## config.mk

```make
export PLATFORM = sky130hd
export DESIGN_NAME = edge_stamp_unit
export DESIGN_NICKNAME = d
export VERILOG_FILES = /design/src/rtl/edge_stamp_pkg.sv /design/src/rtl/es_pin_sync.sv /design/src/rtl/es_event_gen.sv /design/src/rtl/es_stamp_fifo.sv /design/src/rtl/es_irq_ctl.sv /design/src/rtl/edge_stamp_unit.sv
export SDC_FILE = /design/constraint.sdc
export NUM_CORES = 1
export LEC_CHECK = 0
export BUFFER_PORTS_ARGS = -buffer_cell sky130_fd_sc_hd__buf_4
export CAP_MARGIN = 20
export CELL_PAD_IN_SITES_DETAIL_PLACEMENT = 1
export CELL_PAD_IN_SITES_GLOBAL_PLACEMENT = 1
export CORE_MARGIN = 8
export CORE_UTILIZATION = 44
export DETAILED_ROUTE_END_ITERATION = 10
export MAX_ROUTING_LAYER = met4
export PLACE_DENSITY_LB_ADDON = 0.1
export SETUP_SLACK_MARGIN = 0.1
export SKIP_LAST_GASP = 1
export SLEW_MARGIN = 20
export SYNTH_ARGS = -nofsm -noshare
export SYNTH_HDL_FRONTEND = slang
export SYNTH_SLANG_ARGS = --single-unit
```

## constraint.sdc

```tcl
create_clock -name clk -period 3.2 [get_ports clk]
set_input_delay 0.64 -clock clk [delete_from_list [all_inputs] [get_ports clk]]
set_output_delay 0.64 -clock clk [all_outputs]
set_load 0.01 [all_outputs]
```

## src/rtl/edge_stamp_pkg.sv

```systemverilog
package edge_stamp_pkg;
  typedef enum logic [2:0] {
    MODE_OFF    = 3'b000,
    MODE_BOTH   = 3'b001,
    MODE_FALL   = 3'b010,
    MODE_RISE   = 3'b011,
    MODE_RISE4  = 3'b100,
    MODE_RISE16 = 3'b101,
    MODE_RSVD   = 3'b110,
    MODE_WAKE   = 3'b111
  } cap_mode_e;
endpackage

```

## src/rtl/es_pin_sync.sv

```systemverilog
module es_pin_sync #(
  parameter int SYNC_STAGES = 2
) (
  input  logic clk,
  input  logic rst_n,
  input  logic pin_async,
  output logic rise,
  output logic fall
);
  logic [SYNC_STAGES-1:0] sync_q;
  logic                   prev_q;

  always_ff @(posedge clk) begin
    if (!rst_n) begin
      sync_q <= '0;
      prev_q <= 1'b0;
    end else begin
      sync_q <= {sync_q[SYNC_STAGES-2:0], pin_async};
      prev_q <= sync_q[SYNC_STAGES-1];
    end
  end

  assign rise = sync_q[SYNC_STAGES-1] & ~prev_q;
  assign fall = ~sync_q[SYNC_STAGES-1] & prev_q;
endmodule

```

## src/rtl/es_event_gen.sv

```systemverilog
module es_event_gen
  import edge_stamp_pkg::*;
#(
  parameter int PRE_W = 4
) (
  input  logic      clk,
  input  logic      rst_n,
  input  cap_mode_e mode,
  input  logic      rise,
  input  logic      fall,
  output logic      cap_req,
  output logic      chan_off,
  output logic      every_edge,
  output logic      wake_mode
);
  localparam int Q4_BITS = 2;

  logic [PRE_W-1:0] presc_q;
  logic             presc_mode;

  assign chan_off   = (mode == MODE_OFF) || (mode == MODE_RSVD);
  assign every_edge = (mode == MODE_BOTH);
  assign wake_mode  = (mode == MODE_WAKE);
  assign presc_mode = (mode == MODE_RISE4) || (mode == MODE_RISE16);

  always_ff @(posedge clk) begin
    if (!rst_n)                 presc_q <= '0;
    else if (chan_off)          presc_q <= '0;
    else if (presc_mode && rise) presc_q <= presc_q + 1'b1;
  end

  always_comb begin
    case (mode)
      MODE_BOTH:   cap_req = rise | fall;
      MODE_FALL:   cap_req = fall;
      MODE_RISE:   cap_req = rise;
      MODE_RISE4:  cap_req = rise && (&presc_q[Q4_BITS-1:0]);
      MODE_RISE16: cap_req = rise && (&presc_q);
      default:     cap_req = 1'b0;
    endcase
  end

  // a disabled channel leaves the prescaler at zero
  assert_presc_cleared_R5: assert property (@(posedge clk) disable iff (!rst_n)
    chan_off |=> (presc_q == '0));
endmodule

```

## src/rtl/es_stamp_fifo.sv

```systemverilog
module es_stamp_fifo #(
  parameter int W     = 16,
  parameter int DEPTH = 4
) (
  input  logic         clk,
  input  logic         rst_n,
  input  logic         flush,
  input  logic         push,
  input  logic [W-1:0] push_data,
  input  logic         allow_ovf,
  input  logic         pop,
  output logic [W-1:0] rd_data,
  output logic         rd_valid,
  output logic         ovf,
  output logic         stored
);
  localparam int CW = $clog2(DEPTH + 1);
  localparam int AW = $clog2(DEPTH);

  logic [W-1:0]  ent_q [DEPTH];
  logic [W-1:0]  ent_d [DEPTH];
  logic [CW-1:0] cnt_q;
  logic          ovf_q;
  logic          full, pop_fire, ovf_set;
  logic [AW-1:0] wr_idx;

  assign full     = (cnt_q == CW'(DEPTH));
  assign pop_fire = pop && (cnt_q != '0);
  assign stored   = push && !ovf_q && !flush && (!full || pop_fire);
  assign ovf_set  = push && !ovf_q && !flush && full && !pop_fire && allow_ovf;
  assign wr_idx   = pop_fire ? AW'(cnt_q - 1'b1) : AW'(cnt_q);

  always_comb begin
    for (int i = 0; i < DEPTH; i++) ent_d[i] = ent_q[i];
    if (pop_fire)
      for (int i = 0; i < DEPTH - 1; i++) ent_d[i] = ent_q[i + 1];
    if (stored) ent_d[wr_idx] = push_data;
  end

  always_ff @(posedge clk) begin
    if (!rst_n) begin
      for (int i = 0; i < DEPTH; i++) ent_q[i] <= '0;
    end else begin
      for (int i = 0; i < DEPTH; i++) ent_q[i] <= ent_d[i];
    end
  end

  always_ff @(posedge clk) begin
    if (!rst_n || flush) begin
      cnt_q <= '0;
      ovf_q <= 1'b0;
    end else begin
      cnt_q <= cnt_q + CW'(stored) - CW'(pop_fire);
      if (ovf_set)
        ovf_q <= 1'b1;
      else if (ovf_q && pop_fire && cnt_q == CW'(1))
        ovf_q <= 1'b0;
    end
  end

  assign rd_data  = ent_q[0];
  assign rd_valid = (cnt_q != '0);
  assign ovf      = ovf_q;

  // occupancy never exceeds the queue depth
  assert_depth_bound_R6: assert property (@(posedge clk) disable iff (!rst_n)
    cnt_q <= CW'(DEPTH));
  // while locked the queue can only shrink
  assert_locked_no_growth_R8: assert property (@(posedge clk) disable iff (!rst_n)
    (ovf_q && !flush) |=> (cnt_q <= $past(cnt_q)));
  // the flag only rises from a full queue
  assert_ovf_from_full_R8: assert property (@(posedge clk) disable iff (!rst_n)
    $rose(ovf_q) |-> ($past(cnt_q) == CW'(DEPTH)));
endmodule

```

## src/rtl/es_irq_ctl.sv

```systemverilog
module es_irq_ctl #(
  parameter int NW = 2
) (
  input  logic          clk,
  input  logic          rst_n,
  input  logic          chan_off,
  input  logic          every_edge,
  input  logic          wake_mode,
  input  logic          cap_req,
  input  logic          rise,
  input  logic          stored,
  input  logic [NW-1:0] every,
  input  logic          irq_en,
  output logic          irq_pulse,
  output logic          wake_req
);
  logic [NW-1:0] irqc_q;
  logic          hit, counting;

  assign counting = stored && !every_edge;
  assign hit      = counting && (irqc_q >= every);

  always_ff @(posedge clk) begin
    if (!rst_n || chan_off) irqc_q <= '0;
    else if (counting)      irqc_q <= hit ? '0 : irqc_q + 1'b1;
  end

  always_ff @(posedge clk) begin
    if (!rst_n) begin
      irq_pulse <= 1'b0;
      wake_req  <= 1'b0;
    end else begin
      irq_pulse <= (every_edge && cap_req) || hit || (wake_mode && rise);
      wake_req  <= wake_mode && rise && irq_en;
    end
  end

  // a wake request is always accompanied by an interrupt
  assert_wake_with_irq_R11: assert property (@(posedge clk) disable iff (!rst_n)
    wake_req |-> irq_pulse);
endmodule

```

## src/rtl/edge_stamp_unit.sv

```systemverilog
module edge_stamp_unit
  import edge_stamp_pkg::*;
#(
  parameter int TW          = 16,
  parameter int DEPTH       = 4,
  parameter int SYNC_STAGES = 2,
  parameter int PRE_W       = 4,
  parameter int NW          = 2
) (
  input  logic          clk,
  input  logic          rst_n,
  input  logic          pin_async,
  input  logic [TW-1:0] timer_a,
  input  logic [TW-1:0] timer_b,
  input  logic [2:0]    cfg_mode,
  input  logic          cfg_tsel,
  input  logic [NW-1:0] cfg_irq_every,
  input  logic          cfg_irq_en,
  output logic [TW-1:0] rd_data,
  output logic          rd_valid,
  input  logic          rd_ready,
  output logic          ovf_flag,
  output logic          irq_pulse,
  output logic          wake_req
);
  cap_mode_e     mode_e;
  logic          rise, fall;
  logic          cap_req, chan_off, every_edge, wake_mode, stored;
  logic [TW-1:0] stamp;

  assign mode_e = cap_mode_e'(cfg_mode);
  assign stamp  = cfg_tsel ? timer_a : timer_b;

  es_pin_sync #(.SYNC_STAGES(SYNC_STAGES)) u_sync (
    .clk(clk), .rst_n(rst_n), .pin_async(pin_async), .rise(rise), .fall(fall));

  es_event_gen #(.PRE_W(PRE_W)) u_evt (
    .clk(clk), .rst_n(rst_n), .mode(mode_e), .rise(rise), .fall(fall),
    .cap_req(cap_req), .chan_off(chan_off), .every_edge(every_edge),
    .wake_mode(wake_mode));

  es_stamp_fifo #(.W(TW), .DEPTH(DEPTH)) u_fifo (
    .clk(clk), .rst_n(rst_n), .flush(chan_off), .push(cap_req),
    .push_data(stamp), .allow_ovf(!every_edge), .pop(rd_ready),
    .rd_data(rd_data), .rd_valid(rd_valid), .ovf(ovf_flag), .stored(stored));

  es_irq_ctl #(.NW(NW)) u_irq (
    .clk(clk), .rst_n(rst_n), .chan_off(chan_off), .every_edge(every_edge),
    .wake_mode(wake_mode), .cap_req(cap_req), .rise(rise), .stored(stored),
    .every(cfg_irq_every), .irq_en(cfg_irq_en), .irq_pulse(irq_pulse),
    .wake_req(wake_req));

  // both-edges mode never raises the overflow flag
  assert_no_ovf_both_R9: assert property (@(posedge clk) disable iff (!rst_n)
    (cfg_mode == 3'b001 && !ovf_flag) |=> !ovf_flag);
  // wake only from the wake mode with the enable set
  assert_wake_source_R12: assert property (@(posedge clk) disable iff (!rst_n)
    wake_req |-> $past(cfg_mode == 3'b111 && cfg_irq_en));
endmodule

```

======== Word-level counts from Yosys, hierarchy flattened ========
Memory sizes are Yosys's and may differ from the RTL's.
Index checks and enable logic that the tools add are counted.
word-level totals
  memories ................................ 1
  register bits ........................... 15
  logic and storage cells ................. 90
  bits in writable memories ............... 64
memories
  name          words  bits a word  rd ports  clocked after Yosys merged registers in  write ports  RTL line             text
  u_fifo.ent_q  4      16           4         0                                        4            es_stamp_fifo.sv:20  logic [W-1:0] ent_q [DEPTH];
cells by class
  add/subtract/negate cells ............... 5
  bitwise logic cells ..................... 11
  muxes and demuxes ....................... 17
  magnitude comparators ................... 3
  equality and inequality tests ........... 9
  reductions and logical operators ........ 36
operators by type and width
  kind                 count
  $mux 16              6
  $bwmux 64            1
  $mux 64              1
  $mux 48              1
  $demux 16 s2         1
  $logic_and 1x1->1    18
  $eq 3x3->1 const B   5
  $eq 3x1->1 const B   2
  $eq 3x2->1 const B   2
  $logic_not 1->1      6
  $logic_or 1x1->1     6
  $or 1x1->1           5
  $pmux 1 s5           1
  $add 4x1->4 const B  1
  $mux 1               4
  $mux 2               2
  $reduce_and 4->1     1
  $add 3x1->3          1
  $ge 3x3->1 const B   1
  $logic_not 3->1      1
  $lt 3x1->1 const B   1
  $not 1->1            3
  $not 2->3            1
  $reduce_bool 3->1    1
  other kinds (8)      9

======== Longest topological paths before layout ========
  depth in word-level cells ............... 11
  depth in mapped cells ................... 14

======== Cells and area by module ========
A second synthesis with hierarchy kept.
second synthesis, totals
  cell total of the unflattened synthesis .. 458
  area, all modules ....................... 4317.9 um2
by module, submodules not included
  module           cells an instance  area an instance (um2)  times used  sequential area each (um2)
  es_stamp_fifo    383                3519.6                  1           1361.3
  edge_stamp_unit  19                 252.7                   1           0.0
  es_event_gen     26                 244.0                   1           80.1
  es_irq_ctl       22                 210.2                   1           80.1
  es_pin_sync      8                  91.3                    1           60.1

======== Least setup slack after synthesis ========
Ideal clock, no wire load.
  path kind ............................... input to register
  start ................................... input cfg_mode[1]
  end ..................................... register u_fifo.cnt_q[2]
  path slack .............................. 0.315 ns
  setup time .............................. 0.137 ns
  buffers on the path ..................... 2
  arrival ................................. 2.748 ns
  stages .................................. 13
  path through ............................ buf_2 > nor2b_4 > nand3_2 > o22a_2 > buf_6 > nand2b_1 > ha_1 > inv_1 > ha_1 > fa_1 > xnor2_1 > xnor2_1 > nor2_1
on the way
  longest elaborated chain between the ends .. 7
  elaborated cells between the ends (all ways) .. 16
  those cells by class .................... add/sub: 2; eq/ne: 6; mux: 1; reduce/logical: 7
ends and longest elaborated chain
  what                                                         RTL line                                text
  start, declared                                              edge_stamp_unit.sv:15                   input logic [2:0] cfg_mode,
  $eq 3x3->1, or another cell as far along                     es_event_gen.sv:33                      case (mode)
  $pmux 1 s5 / $logic_or 1x1->1 (equally long branches)        es_event_gen.sv:33, es_event_gen.sv:21
  $logic_and 1x1->1 / $logic_not 1->1 (equally long branches)  es_stamp_fifo.sv:29                     assign stored = push && !ovf_q && !flush && (!full || pop_fire);
  $logic_and 1x1->1 (2 in series)                              es_stamp_fifo.sv:29
  $add 3x1->3                                                  es_stamp_fifo.sv:53                     cnt_q <= cnt_q + CW'(stored) - CW'(pop_fire);
  $sub 3x1->3                                                  es_stamp_fifo.sv:53
  end signal, assigned                                         es_stamp_fifo.sv:53
  end, declared                                                es_stamp_fifo.sv:22                     logic [CW-1:0] cnt_q;
Parallel ways exist; a longest one is shown, timed or not.
A chain may end at the register's enable or synchronous reset.

======== Worst setup path after layout ========
  start ................................... register u_fifo.cnt_q[0]
  end ..................................... register u_fifo.cnt_q[2]
on the way
  longest elaborated chain between the ends .. 6
  elaborated cells between the ends (all ways) .. 8
  those cells by class .................... add/sub: 2; eq/ne: 1; reduce/logical: 5
ends and longest elaborated chain
  what                                                         RTL line
  $eq 3x3->1 / $reduce_bool 3->1 (equally long branches)       es_stamp_fifo.sv:27, es_stamp_fifo.sv:28
  $logic_not 1->1 / $logic_and 1x1->1 (equally long branches)  es_stamp_fifo.sv:29, es_stamp_fifo.sv:28
  $logic_or 1x1->1                                             es_stamp_fifo.sv:29
  $logic_and 1x1->1                                            es_stamp_fifo.sv:29
  $add 3x1->3                                                  es_stamp_fifo.sv:53
  $sub 3x1->3 *                                                es_stamp_fifo.sv:53
Mark *: on every way between the ends. The rest lies on a longest branch, timed or not.

==> summary.txt <==
final instance area - 0.00489 sq mm
nature of the critical path startpoint - flip-flop
worst reg2reg endpoint - u_fifo.cnt_q[2]$_SDFF_PP0_
Least-Margin Pin Slew - 0.779 ns
crit path cell chain - inv_1, ha_1, and3b_1, a2111oi_4, nand2b_1, ha_1, inv_1, ha_1, fa_1, xnor2_1, xnor2_1, nor2_1
part of the power in registers - 0.436
post-synthesis cell area - 0.00417 sq mm
count leader, synth - mux2i_1
CTS Buf Count - 9
EDFF count, synth - 0
vias in the first global route - 3464
Bufs and invs on worst path - 2
RSZ-0062 raised after global routing - no
CP most frequent cell - ha_1
initial antenna violation count - 0
crit path capture type - flip-flop
wire per inst - 15.8 um
Area Growth Syn to Fin - 17.3%
Post-synth ARST share - 0
run status - finished clean
Top FF cell, synth - dfxtp_1
VDD IR-drop max - 0.226 mV
initial core utilization - 0.451
Leak Pwr - 1.96 nW
Final WS setup - 0.392 ns
antenna-violating nets left - 0
port bufs - 62
core area - 0.00924 sq mm
Power Internal - 1.64 mW
ratio of cells with drive above 1 in the final layout - 0.300
switching fraction of total power - 0.304
maximum capacitance violations - 0
Period Utilization, post-route - 0.878
Psw - 0.717 mW
# diodes - 0
area of the multi-input gates - 0.00233 sq mm
non-filler cells, final - 612
H-tree Lvls - 3
critical path's top delay family - adder cells
Vias/cell - 5.13
Worst Reg-to-Reg Cells - 12
routed length on met1 - 4130 um
drt first-iter violations - 57
Residual DRC - 0
Final Max Slew Viols - 0
worst-path fanout max - 7
Post-synth top cells - mux2i_1 (80), dfxtp_1 (79), nand2_1 (71)
largest net degree at the start of global routing - 38
hold buffers post-CTS - 0
Max stage delay on crit path - 0.40 ns
Die Ht - 113 um
slew margin rel. - 0.477
Post-Route Setup TNS - 0 ns
met3 routed wirelength - 322 um
crit path DAT - 3.02 ns
Reg clk slew, reported paths - 0.08 ns
Mapped Nets - 478
combinational power share - 0.255
die area - 0.0128 sq mm
Distinct cells, synth - 41
wirelength, routed - 9690 um
placed cells - 598
Worst R2R Start - u_fifo.cnt_q[0]$_SDFF_PP0_
worst hold path type - flip-flop to flip-flop
Setup Viol. Count Final - 0
CTS Sinks - 79
Final HPWL DP - 6740 um
hold_sp - u_sync.sync_q[0]$_SDFF_PN0_
Hold Fails Final Rpt - 0
nets@finish - 533
f_max - 356 MHz
fill cell count - 1063
Ys Warns - 0
CTS tree - built
first-pass GRT wire length - 16600 um
Placement Setup Slack - 0.202 ns
R2R setup slack - 0.39 ns
FF+latch count, synth - 79
CTS root buf - clkbuf_8
final hold slack - 0.440 ns
RD Place Congestion - 0.786
worst hold endpoint - u_sync.sync_q[1]$_SDFF_PN0_
cell count after synthesis - 425
Worst Hold Depth - 1
placed cell area - 0.00471 sq mm
Site Rows - 35
clock skew - 0.00911 ns
Pwr Density - 482 mW/mm^2
post-route minimum period - 2.81 ns
kind of critical path - flip-flop to flip-flop
syn_area_per_cell - 9.81 sq um
Die X - 113 um
Yosys top cell area share - 0.379
DR WL met2 - 5130 um
top post-synthesis cells by area - dfxtp_1 (38%), mux2i_1 (19%), mux2_2 (13%)
vias post-DR - 3141
register area - 0.00158 sq mm
slowest stage cell, crit path - dfxtp_2
sequential cell area fraction in the yosys report - 0.379
clk buf depth - 2
Final Core Density - 0.529
Tot Pwr - 2.36 mW
Required @ worst endpoint - 3.41 ns
# IOs - 63
grt ovf - 0
worst-skew pair later-pin latency - 0.35 ns
clock share of power - 0.309
Pre-antenna DRT Iters - 4
GRT Util Overall - 0.164
post-synth top area cell - dfxtp_1
Top Layer Used - met4
[timing repair]
item | in CTS | in global routing
setup buffers | 0 | 0
resized for setup | 0 | 1
setup endpoints to repair | 0 | 1
endpoints found under the hold margin | 0 | 0
[worst max-delay path by stage]
| stage | start | to | cells past startpoint |
|---|---|---|---|
| after floorplan | cfg_mode[1] | u_fifo.cnt_q[2]$_SDFF_PP0_ | 13 |
| after global placement | rd_ready | u_fifo.cnt_q[2]$_SDFF_PP0_ | 11 |
| after detailed placement | u_fifo.cnt_q[0]$_SDFF_PP0_ | u_fifo.cnt_q[2]$_SDFF_PP0_ | 12 |
| after CTS | u_fifo.cnt_q[0]$_SDFF_PP0_ | u_fifo.cnt_q[2]$_SDFF_PP0_ | 12 |
| after global routing | u_fifo.cnt_q[0]$_SDFF_PP0_ | u_fifo.cnt_q[2]$_SDFF_PP0_ | 12 |
| final | u_fifo.cnt_q[0]$_SDFF_PP0_ | u_fifo.cnt_q[2]$_SDFF_PP0_ | 12 |
[per-layer routing]
metal / track usage / vias up
met4: 0.0426 / 0
met2: 0.296 / 45
li1: - / 1542
met3: 0.0410 / 10
met1: 0.176 / 1544
met5: - / -
[logic make-up (layout without fill, tap and decap cells)]
logic type / Yosys count / after routing / synth area share
and+or+nand+nor: 125 / 125 / 0.146
muxes: 129 / 129 / 0.324
xor gates and xnor gates: 5 / 5 / 0.0105
AOI/OAI and AO/OA: 23 / 23 / 0.0396
adders and majority gates: 10 / 10 / 0.0318
buffers and inverters: 54 / 112 / 0.0678
DFF: 79 / 79 / 0.379
[final cells by class]
class                           count  area share
Multi-Input combinational cell    292       0.476
Inverter                           27      0.0207
Clock inverter                      4     0.00972
Timing Repair Buffer               71       0.109
Clock buffer                       10      0.0281
Sequential cell                    79       0.324
Tap cell                          129      0.0330
[worst register-to-register path: cells and delay by family, from the launching register on]
family | cells | cell delay [ns]
AO/OA/AOI/OAI | 1 | 0.32
XOR/XNOR | 2 | 0.35
adder cells (fa/ha/maj) | 4 | 1.08
buffers and inverters | 2 | 0.16
flip-flops | 1 | 0.40
AND/OR/NAND/NOR | 3 | 0.37
[power by group through the flow]
stage | logic (mW) | clock network, mW | registers, mW
after floorplan | 0.421 | 0 | 1.05
after global placement | 0.596 | 0 | 1.05
after detailed placement | 0.606 | 0 | 1.05
after CTS | 0.612 | 0.755 | 1.03
after global routing | 0.665 | 0.801 | 1.03
final | 0.602 | 0.729 | 1.03
[layout by cell type (no fill, tap or decap), drive strengths merged, types with 3 or more instances in the layout]
master	synthesis	routed
o31ai	3	3
mux2i	80	80
o21ai	4	4
nor3b	5	5
clkbuf	10	10
and2	3	3
nand2b	5	5
xor2	3	3
mux2	49	49
inv	27	27
buf	17	71
nor2	10	10
a21oi	7	7
nor2b	17	17
ha	9	9
nand3	5	5
dfxtp	79	79
nand2	72	72
(Power assumes the default switching activity.)
